$ cat src/rtl/segperm_pkg.sv
package segperm_pkg;

    localparam int STATUS_W = 32;
    localparam int RIGHTS_W = 3;

    typedef enum logic [1:0] {
        KIND_LOAD  = 2'd0,
        KIND_STORE = 2'd1,
        KIND_FETCH = 2'd2,
        KIND_BAD   = 2'd3
    } kind_e;

    localparam logic [2:0] CAT_INT   = 3'd0;
    localparam logic [2:0] CAT_FLOAT = 3'd1;
    localparam logic [2:0] CAT_RESV  = 3'd2;
    localparam logic [2:0] CAT_CACHE = 3'd3;
    localparam logic [2:0] CAT_EXT   = 3'd4;
    localparam logic [2:0] CAT_LAST  = CAT_EXT;

    typedef enum logic [2:0] {
        FLT_NONE   = 3'd0,
        FLT_INSN   = 3'd1,
        FLT_DATA   = 3'd2,
        FLT_ALIGN  = 3'd3,
        FLT_BADREQ = 3'd4
    } fault_e;

    localparam logic [RIGHTS_W-1:0] RGT_R    = 3'b100;
    localparam logic [RIGHTS_W-1:0] RGT_W    = 3'b010;
    localparam logic [RIGHTS_W-1:0] RGT_X    = 3'b001;
    localparam logic [RIGHTS_W-1:0] RGT_NONE = 3'b000;
    localparam logic [RIGHTS_W-1:0] RGT_ALL  = 3'b111;

    localparam logic [STATUS_W-1:0] ST_OK          = 32'h0000_0000;
    localparam logic [STATUS_W-1:0] ST_NOEXEC      = 32'h1000_0000;
    localparam logic [STATUS_W-1:0] ST_PROT_LOAD   = 32'h0800_0000;
    localparam logic [STATUS_W-1:0] ST_PROT_STORE  = 32'h0A00_0000;
    localparam logic [STATUS_W-1:0] ST_RESV_LOAD   = 32'h0400_0000;
    localparam logic [STATUS_W-1:0] ST_RESV_STORE  = 32'h0600_0000;
    localparam logic [STATUS_W-1:0] ST_EXT_LOAD    = 32'h0410_0000;
    localparam logic [STATUS_W-1:0] ST_EXT_STORE   = 32'h0610_0000;

    typedef struct packed {
        logic                 allow;
        logic [RIGHTS_W-1:0]  rights;
        fault_e               fault;
        logic [STATUS_W-1:0]  status;
    } verdict_t;

endpackage

$ cat src/rtl/segperm_rights.sv
module segperm_rights
    import segperm_pkg::*;
(
    input  logic                key,
    input  logic [1:0]          pp,
    input  logic                nx,
    output logic [RIGHTS_W-1:0] rights
);

    logic [RIGHTS_W-1:0] data_rights;

    // Key-dependent data rights; execute is added from the segment flag.
    always_comb begin
        unique case ({key, pp})
            3'b0_00: data_rights = RGT_R | RGT_W;
            3'b0_01: data_rights = RGT_R | RGT_W;
            3'b0_10: data_rights = RGT_R | RGT_W;
            3'b0_11: data_rights = RGT_R;
            3'b1_00: data_rights = RGT_NONE;
            3'b1_01: data_rights = RGT_R;
            3'b1_10: data_rights = RGT_R | RGT_W;
            3'b1_11: data_rights = RGT_R;
            default: data_rights = RGT_NONE;
        endcase
        rights = data_rights | (nx ? RGT_NONE : RGT_X);
    end

endmodule

$ cat src/rtl/segperm_xlate.sv
module segperm_xlate
    import segperm_pkg::*;
(
    input  kind_e      kind,
    input  logic       key,
    input  logic [1:0] pp,
    input  logic       nx,
    output verdict_t   verdict
);

    logic [RIGHTS_W-1:0] granted;
    logic [RIGHTS_W-1:0] needed;

    segperm_rights u_rights (
        .key    (key),
        .pp     (pp),
        .nx     (nx),
        .rights (granted)
    );

    always_comb begin
        unique case (kind)
            KIND_LOAD:  needed = RGT_R;
            KIND_STORE: needed = RGT_W;
            KIND_FETCH: needed = RGT_X;
            default:    needed = RGT_NONE;
        endcase
    end

    always_comb begin
        verdict.rights = granted;
        verdict.allow  = 1'b0;
        verdict.fault  = FLT_NONE;
        verdict.status = ST_OK;
        if (kind == KIND_FETCH && nx) begin
            verdict.fault  = FLT_INSN;
            verdict.status = ST_NOEXEC;
        end else if ((needed & ~granted) != RGT_NONE) begin
            unique case (kind)
                KIND_FETCH: begin
                    verdict.fault  = FLT_INSN;
                    verdict.status = ST_PROT_LOAD;
                end
                KIND_STORE: begin
                    verdict.fault  = FLT_DATA;
                    verdict.status = ST_PROT_STORE;
                end
                default: begin
                    verdict.fault  = FLT_DATA;
                    verdict.status = ST_PROT_LOAD;
                end
            endcase
        end else begin
            verdict.allow = 1'b1;
        end
    end

endmodule

$ cat src/rtl/segperm_dstore.sv
module segperm_dstore
    import segperm_pkg::*;
#(
    parameter logic [8:0] FORCED_BUID = 9'h07F
) (
    input  logic [8:0] buid,
    input  kind_e      kind,
    input  logic [2:0] cat,
    input  logic       key,
    output verdict_t   verdict
);

    logic is_store;
    assign is_store = (kind == KIND_STORE);

    always_comb begin
        verdict.allow  = 1'b0;
        verdict.rights = RGT_NONE;
        verdict.fault  = FLT_NONE;
        verdict.status = ST_OK;
        if (buid == FORCED_BUID) begin
            verdict.allow  = 1'b1;
            verdict.rights = RGT_ALL;
        end else if (kind == KIND_FETCH) begin
            verdict.fault  = FLT_INSN;
            verdict.status = ST_NOEXEC;
        end else begin
            unique case (cat)
                CAT_INT: begin
                    if (is_store ? !key : key) begin
                        verdict.allow = 1'b1;
                    end else begin
                        verdict.fault  = FLT_DATA;
                        verdict.status = is_store ? ST_PROT_STORE : ST_PROT_LOAD;
                    end
                end
                CAT_FLOAT: verdict.fault = FLT_ALIGN;
                CAT_RESV: begin
                    verdict.fault  = FLT_DATA;
                    verdict.status = is_store ? ST_RESV_STORE : ST_RESV_LOAD;
                end
                CAT_CACHE: verdict.allow = 1'b1;
                CAT_EXT: begin
                    verdict.fault  = FLT_DATA;
                    verdict.status = is_store ? ST_EXT_STORE : ST_EXT_LOAD;
                end
                default: verdict.fault = FLT_BADREQ;
            endcase
        end
    end

endmodule

$ cat src/rtl/segperm_check.sv
module segperm_check
    import segperm_pkg::*;
#(
    parameter int         EA_W        = 32,
    parameter logic [8:0] FORCED_BUID = 9'h07F
) (
    input  logic                clk,
    input  logic                rst_n,
    input  logic                req_valid,
    input  logic [11:0]         seg_flags,
    input  logic [3:0]          seg_page,
    input  logic                user_mode,
    input  logic [1:0]          acc_kind,
    input  logic [2:0]          acc_cat,
    input  logic [1:0]          prot_pp,
    input  logic [EA_W-1:0]     eff_addr,
    output logic                out_valid,
    output logic                allow,
    output logic [2:0]          rights,
    output logic [2:0]          fault_class,
    output logic [31:0]         status_code,
    output logic [EA_W-1:0]     real_addr,
    output logic                req_error
);

    localparam int PAGE_W = 4;
    localparam int LOW_W  = EA_W - PAGE_W;

    typedef enum logic {ST_IDLE = 1'b0, ST_SHOW = 1'b1} state_e;

    state_e    state_q, state_d;
    kind_e     kind;
    logic      ds_flag, nx_flag, key, bad_req, forced;
    verdict_t  xl_v, ds_v, pick_v;
    logic [EA_W-1:0] addr_d;

    assign kind    = kind_e'(acc_kind);
    assign ds_flag = seg_flags[11];
    assign nx_flag = seg_flags[8];
    assign key     = user_mode ? seg_flags[9] : seg_flags[10];
    assign bad_req = (kind == KIND_BAD) || (acc_cat > CAT_LAST);
    assign forced  = ds_flag && (seg_flags[8:0] == FORCED_BUID);
    assign addr_d  = forced ? {seg_page, eff_addr[LOW_W-1:0]} : eff_addr;

    segperm_xlate u_xlate (
        .kind    (kind),
        .key     (key),
        .pp      (prot_pp),
        .nx      (nx_flag),
        .verdict (xl_v)
    );

    segperm_dstore #(.FORCED_BUID(FORCED_BUID)) u_dstore (
        .buid    (seg_flags[8:0]),
        .kind    (kind),
        .cat     (acc_cat),
        .key     (key),
        .verdict (ds_v)
    );

    always_comb begin
        if (bad_req) begin
            pick_v.allow  = 1'b0;
            pick_v.rights = RGT_NONE;
            pick_v.fault  = FLT_BADREQ;
            pick_v.status = ST_OK;
        end else if (ds_flag) begin
            pick_v = ds_v;
        end else begin
            pick_v = xl_v;
        end
    end

    // Next-state logic: accept/chain on a request, drain otherwise.
    always_comb begin
        unique case (state_q)
            ST_IDLE: state_d = req_valid ? ST_SHOW : ST_IDLE;
            ST_SHOW: state_d = req_valid ? ST_SHOW : ST_IDLE;
            default: state_d = ST_IDLE;
        endcase
    end

    always_ff @(posedge clk) begin
        if (!rst_n) state_q <= ST_IDLE;
        else        state_q <= state_d;
    end

    always_ff @(posedge clk) begin
        if (!rst_n) begin
            allow       <= 1'b0;
            rights      <= RGT_NONE;
            fault_class <= 3'd0;
            status_code <= ST_OK;
            real_addr   <= '0;
            req_error   <= 1'b0;
        end else if (state_d == ST_SHOW) begin
            allow       <= pick_v.allow;
            rights      <= pick_v.rights;
            fault_class <= pick_v.fault;
            status_code <= pick_v.status;
            real_addr   <= addr_d;
            req_error   <= bad_req;
        end
    end

    assign out_valid = (state_q == ST_SHOW);

    AST_OUT_FOLLOWS_REQ: assert property (@(posedge clk) disable iff (!rst_n)
        req_valid |=> out_valid);
    AST_IDLE_HOLD: assert property (@(posedge clk) disable iff (!rst_n)
        !req_valid |=> (!out_valid && $stable(status_code) && $stable(allow)));
    AST_ALLOW_CLEAN: assert property (@(posedge clk) disable iff (!rst_n)
        (out_valid && allow) |-> (fault_class == 3'd0 && status_code == 32'd0));
    AST_NX_NO_EXEC: assert property (@(posedge clk) disable iff (!rst_n)
        (req_valid && !seg_flags[11] && seg_flags[8]) |=> !rights[0]);
    AST_BADCAT_FLAG: assert property (@(posedge clk) disable iff (!rst_n)
        (req_valid && acc_cat > 3'd4) |=> (req_error && !allow));
    AST_FORCED_FULL: assert property (@(posedge clk) disable iff (!rst_n)
        (req_valid && seg_flags[11] && seg_flags[8:0] == FORCED_BUID
         && acc_kind != 2'd3 && acc_cat <= 3'd4) |=> (allow && rights == 3'b111));
    AST_DS_FETCH: assert property (@(posedge clk) disable iff (!rst_n)
        (req_valid && seg_flags[11] && seg_flags[8:0] != FORCED_BUID
         && acc_kind == 2'd2 && acc_cat <= 3'd4)
        |=> (fault_class == 3'd1 && status_code == 32'h1000_0000));

endmodule

$ cat config.mk
export PLATFORM = sky130hd
export DESIGN_NAME = segperm_check
export DESIGN_NICKNAME = d
export VERILOG_FILES = /design/src/rtl/segperm_pkg.sv /design/src/rtl/segperm_rights.sv /design/src/rtl/segperm_xlate.sv /design/src/rtl/segperm_dstore.sv /design/src/rtl/segperm_check.sv
export SDC_FILE = /design/constraint.sdc
export NUM_CORES = 1
export LEC_CHECK = 0
export CORE_MARGIN = 3
export CORE_UTILIZATION = 34
export CTS_CLUSTER_DIAMETER = 100
export DETAILED_ROUTE_END_ITERATION = 7
export GPL_TIMING_DRIVEN = 0
export PLACE_DENSITY = 0.87
export SLEW_MARGIN = 10
export SYNTH_ARGS = -nofsm -noshare
export SYNTH_HDL_FRONTEND = slang
export SYNTH_SLANG_ARGS = --single-unit
$ cat constraint.sdc
create_clock -name clk -period 1.43 [get_ports clk]
set_input_delay 0.286 -clock clk [delete_from_list [all_inputs] [get_ports clk]]
set_output_delay 0.286 -clock clk [all_outputs]
set_load 0.05 [all_outputs]
==> flow_summary.json <==
{
  "num-nets-final": 430,
  "seq_area_frac_synth_pct": 42.6,
  "worstHoldPathType": "in2reg",
  "start_util_pct": 35.9,
  "worst-r2r-setup-slack_ns": 0.54,
  "top_level_ports": 132,
  "final_min_period_over_clock_period_pct": 98.6,
  "irDropWorstVdd_v": 0.000598,
  "cp_num_buf_inv": 1,
  "detailed_place.area_sq_mm": 0.00336,
  "fillers": 547,
  "ys_dominant_reg_cell": "dfxtp_1",
  "worst_ep_arrival_time_ns": 1.59,
  "core.rowCount": 28,
  "ys_warn_count": 0,
  "synth_cell_type_count": 43,
  "max_cap_viol_count": 0,
  "crit_chain": "clkdlybuf4s50_1, and4b_2, a31o_4, a21boi_1, a221oi_2",
  "synthesis.area_sq_mm": 0.00216,
  "final_cell_count_no_fill": 447,
  "worst_path_max_delay_cell": "clkdlybuf4s50_1",
  "place_ws_ns": -0.583,
  "grt_max_degree": 16,
  "coreArea_sq_mm": 0.00603,
  "power_density_mw_per_mm2": 891,
  "place.gp.congestion": 0.900,
  "finalSetupViolations": 0,
  "dp_hpwl_um": 4910,
  "critical-path-top-delay-family": "compound AO/OA/AOI/OAI gates",
  "route.detailed.vias_per_inst": 4.72,
  "synth_enable_flop_cells": 0,
  "cts-buffers-inserted": 5,
  "cts_num_sinks": 46,
  "placed_cells_incl_taps": 434,
  "fmaxAchievable_mhz": 709,
  "initialDrtViolationCount": 32,
  "wl_um": 6330,
  "io_buffers": 101,
  "fp.dieArea_sq_mm": 0.00735,
  "postSynthAreaPerCell_sq_um": 9.31,
  "postSynthRegisterBits": 46,
  "area_growth_syn_to_layout_pct": 66.9,
  "tritoncts": "built",
  "clock_skew_ns": 0,
  "final_period_demand_of_the_worst_path_ns": 1.41,
  "die_x_um": 85.7,
  "postSynth.asyncResetShare_pct": 0,
  "grt_pass1_wl_um": 9910,
  "layout.cell_area.non_filler_sq_mm": 0.00361,
  "worst-endpoint-required_ns": 1.61,
  "ctsHoldBuffers": 0,
  "fin_worst_hold_slack_ns": 0.423,
  "startpoint_type": "primary input",
  "drt_drc_violations_left": 0,
  "number_of_iterations_in_the_first_detailed_routing_pass": 4,
  "clk_root_buffer_cell": "clkbuf_8",
  "total_power_mw": 3.21,
  "clkTransAtPathRegs_ns": 0.08,
  "postSynthCellCount": 232,
  "cts_htree_levels": 2,
  "detailroute.via_count": 2108,
  "die_y_um": 85.7,
  "finalHoldViolations": 0,
  "avgRoutedWirePerCell_um": 14.1,
  "antenna_diode_count": 0,
  "power.static_leakage_nw": 1.66,
  "grt_pass1_vias": 2177,
  "timing_worst_setup_path_type": "in2reg",
  "clk-insertion-delay-late_ns": 0.29,
  "critical-path-max-stage-delay_ns": 0.44,
  "drive_above_1_share_pct": 30.9,
  "final_max_slew_viol_count": 0,
  "worst_setup_path_end_kind": "flip-flop",
  "grt-ovfl-total": 0,
  "clockBufferDepth": 2,
  "outcome": "finished clean",
  "route.antenna.remaining_nets": 0,
  "worst-path-max-fanout": 6,
  "final.setup.worst_slack_ns": 0.0199,
  "grt_usage_pct": 16.8,
  "antenna_found_initial": 0
}
## layer usage
metal	wire [um]	share of wire [%]	vias to the layer above	track usage (%)
li1	-	-	1027	-
met5	0	0	-	0
met4	103	1.6	0	6.76
met1	2270	36	964	17.7
met3	809	13	8	7.68
met2	3150	50	109	29.2
## cell usage after synthesis (2+ instances only)
master    number  area (sq um)
nor2b_1        3          18.8
nor2_1        41           154
and3b_1        3          26.3
buf_2          6          30.0
mux2i_1       33           330
nor3_1         3          15.0
o21ai_0        6          30.0
xnor2_1        2          17.5
a32oi_1        5          43.8
a21oi_1        7          35.0
nand2_1        8          30.0
buf_4         28           210
inv_1          5          18.8
nand2b_1       2          12.5
dfxtp_1       46           921
and4b_1        2          20.0
o211ai_1       2          15.0
a31oi_1        2          12.5
clkbuf_1       4          15.0
## stage by stage
stage          setup TNS (ns)  utilization [%]
3_3_place_gp           -20.33             55.8
2_1_floorplan               0                -
6_report                    0             59.9
3_5_place_dp           -21.28             55.8
4_1_cts                     0             59.1
5_1_grt               -0.0168             59.9
## what timing repair did
| action | in CTS | in global routing |
|---|---|---|
| setup endpoints to repair | 85 | 25 |
| pin swaps | 4 | 8 |
| resized for setup | 145 | 30 |
| buffers inserted | 4 | 1 |
## flip-flops by register name, indices dropped and copies added (netlist names)
signal and flops:
real_addr 32, status_code 5, fault_class 3, rights 3
allow 1, out_valid 1, req_error 1
## cells by family (layout without fill, tap and decap cells)
kind of cell / after synthesis / in the layout / synth area share [%]
mux: 35 / 35 / 16.5
flops: 46 / 46 / 42.6
other cells: 1 / 27 / 0.174
simple gates: 69 / 69 / 14.8
buf+inv: 44 / 158 / 12.9
xor+xnor: 2 / 2 / 0.811
compound gates: 35 / 35 / 12.2
## cell type report
type / instances / area [sq um] / area share [%]
Multi-Input combinational cell: 168 / 1140 / 31.7
Timing Repair Buffer: 106 / 1070 / 29.7
Sequential cell: 46 / 921 / 25.5
Buffer: 39 / 269 / 7.46
Tap cell: 75 / 93.8 / 2.60
Clock buffer: 5 / 68.8 / 1.91
Clock inverter: 3 / 21.3 / 0.590
Inverter: 5 / 18.8 / 0.520
## worst min-delay path, stage by stage
cell and delay [ns]:
buf_2 0.18, xnor2_1 0.15, o41ai_2 0.06
## cell usage in the layout (no fill, tap or decap), types with 7 or more instances in the layout
| cell | instances |
|---|---|
| clkbuf_2 | 8 |
| dfxtp_1 | 46 |
| conb_1 | 27 |
| a21oi_1 | 7 |
| clkdlybuf4s50_1 | 45 |
| buf_2 | 7 |
| nand2_1 | 8 |
| clkdlybuf4s15_2 | 40 |
| nor2_1 | 41 |
| buf_4 | 32 |
| mux2i_1 | 33 |
## final timing paths
kind,startpoint,end,cells past startpoint
setup / recovery,seg_flags[7],allow,5
hold / removal,acc_cat[1],status_code[26],3
hold reg to reg,status_code[26],status_code[26],2
setup reg to reg,allow,allow,3
## where the power goes
part	internal, mW	switching [mW]
combinational	0.390	0.634
clock	0.344	0.459
sequential	1.35	0.0355
total	2.08	1.13
Power figures use the tool's default switching activity.
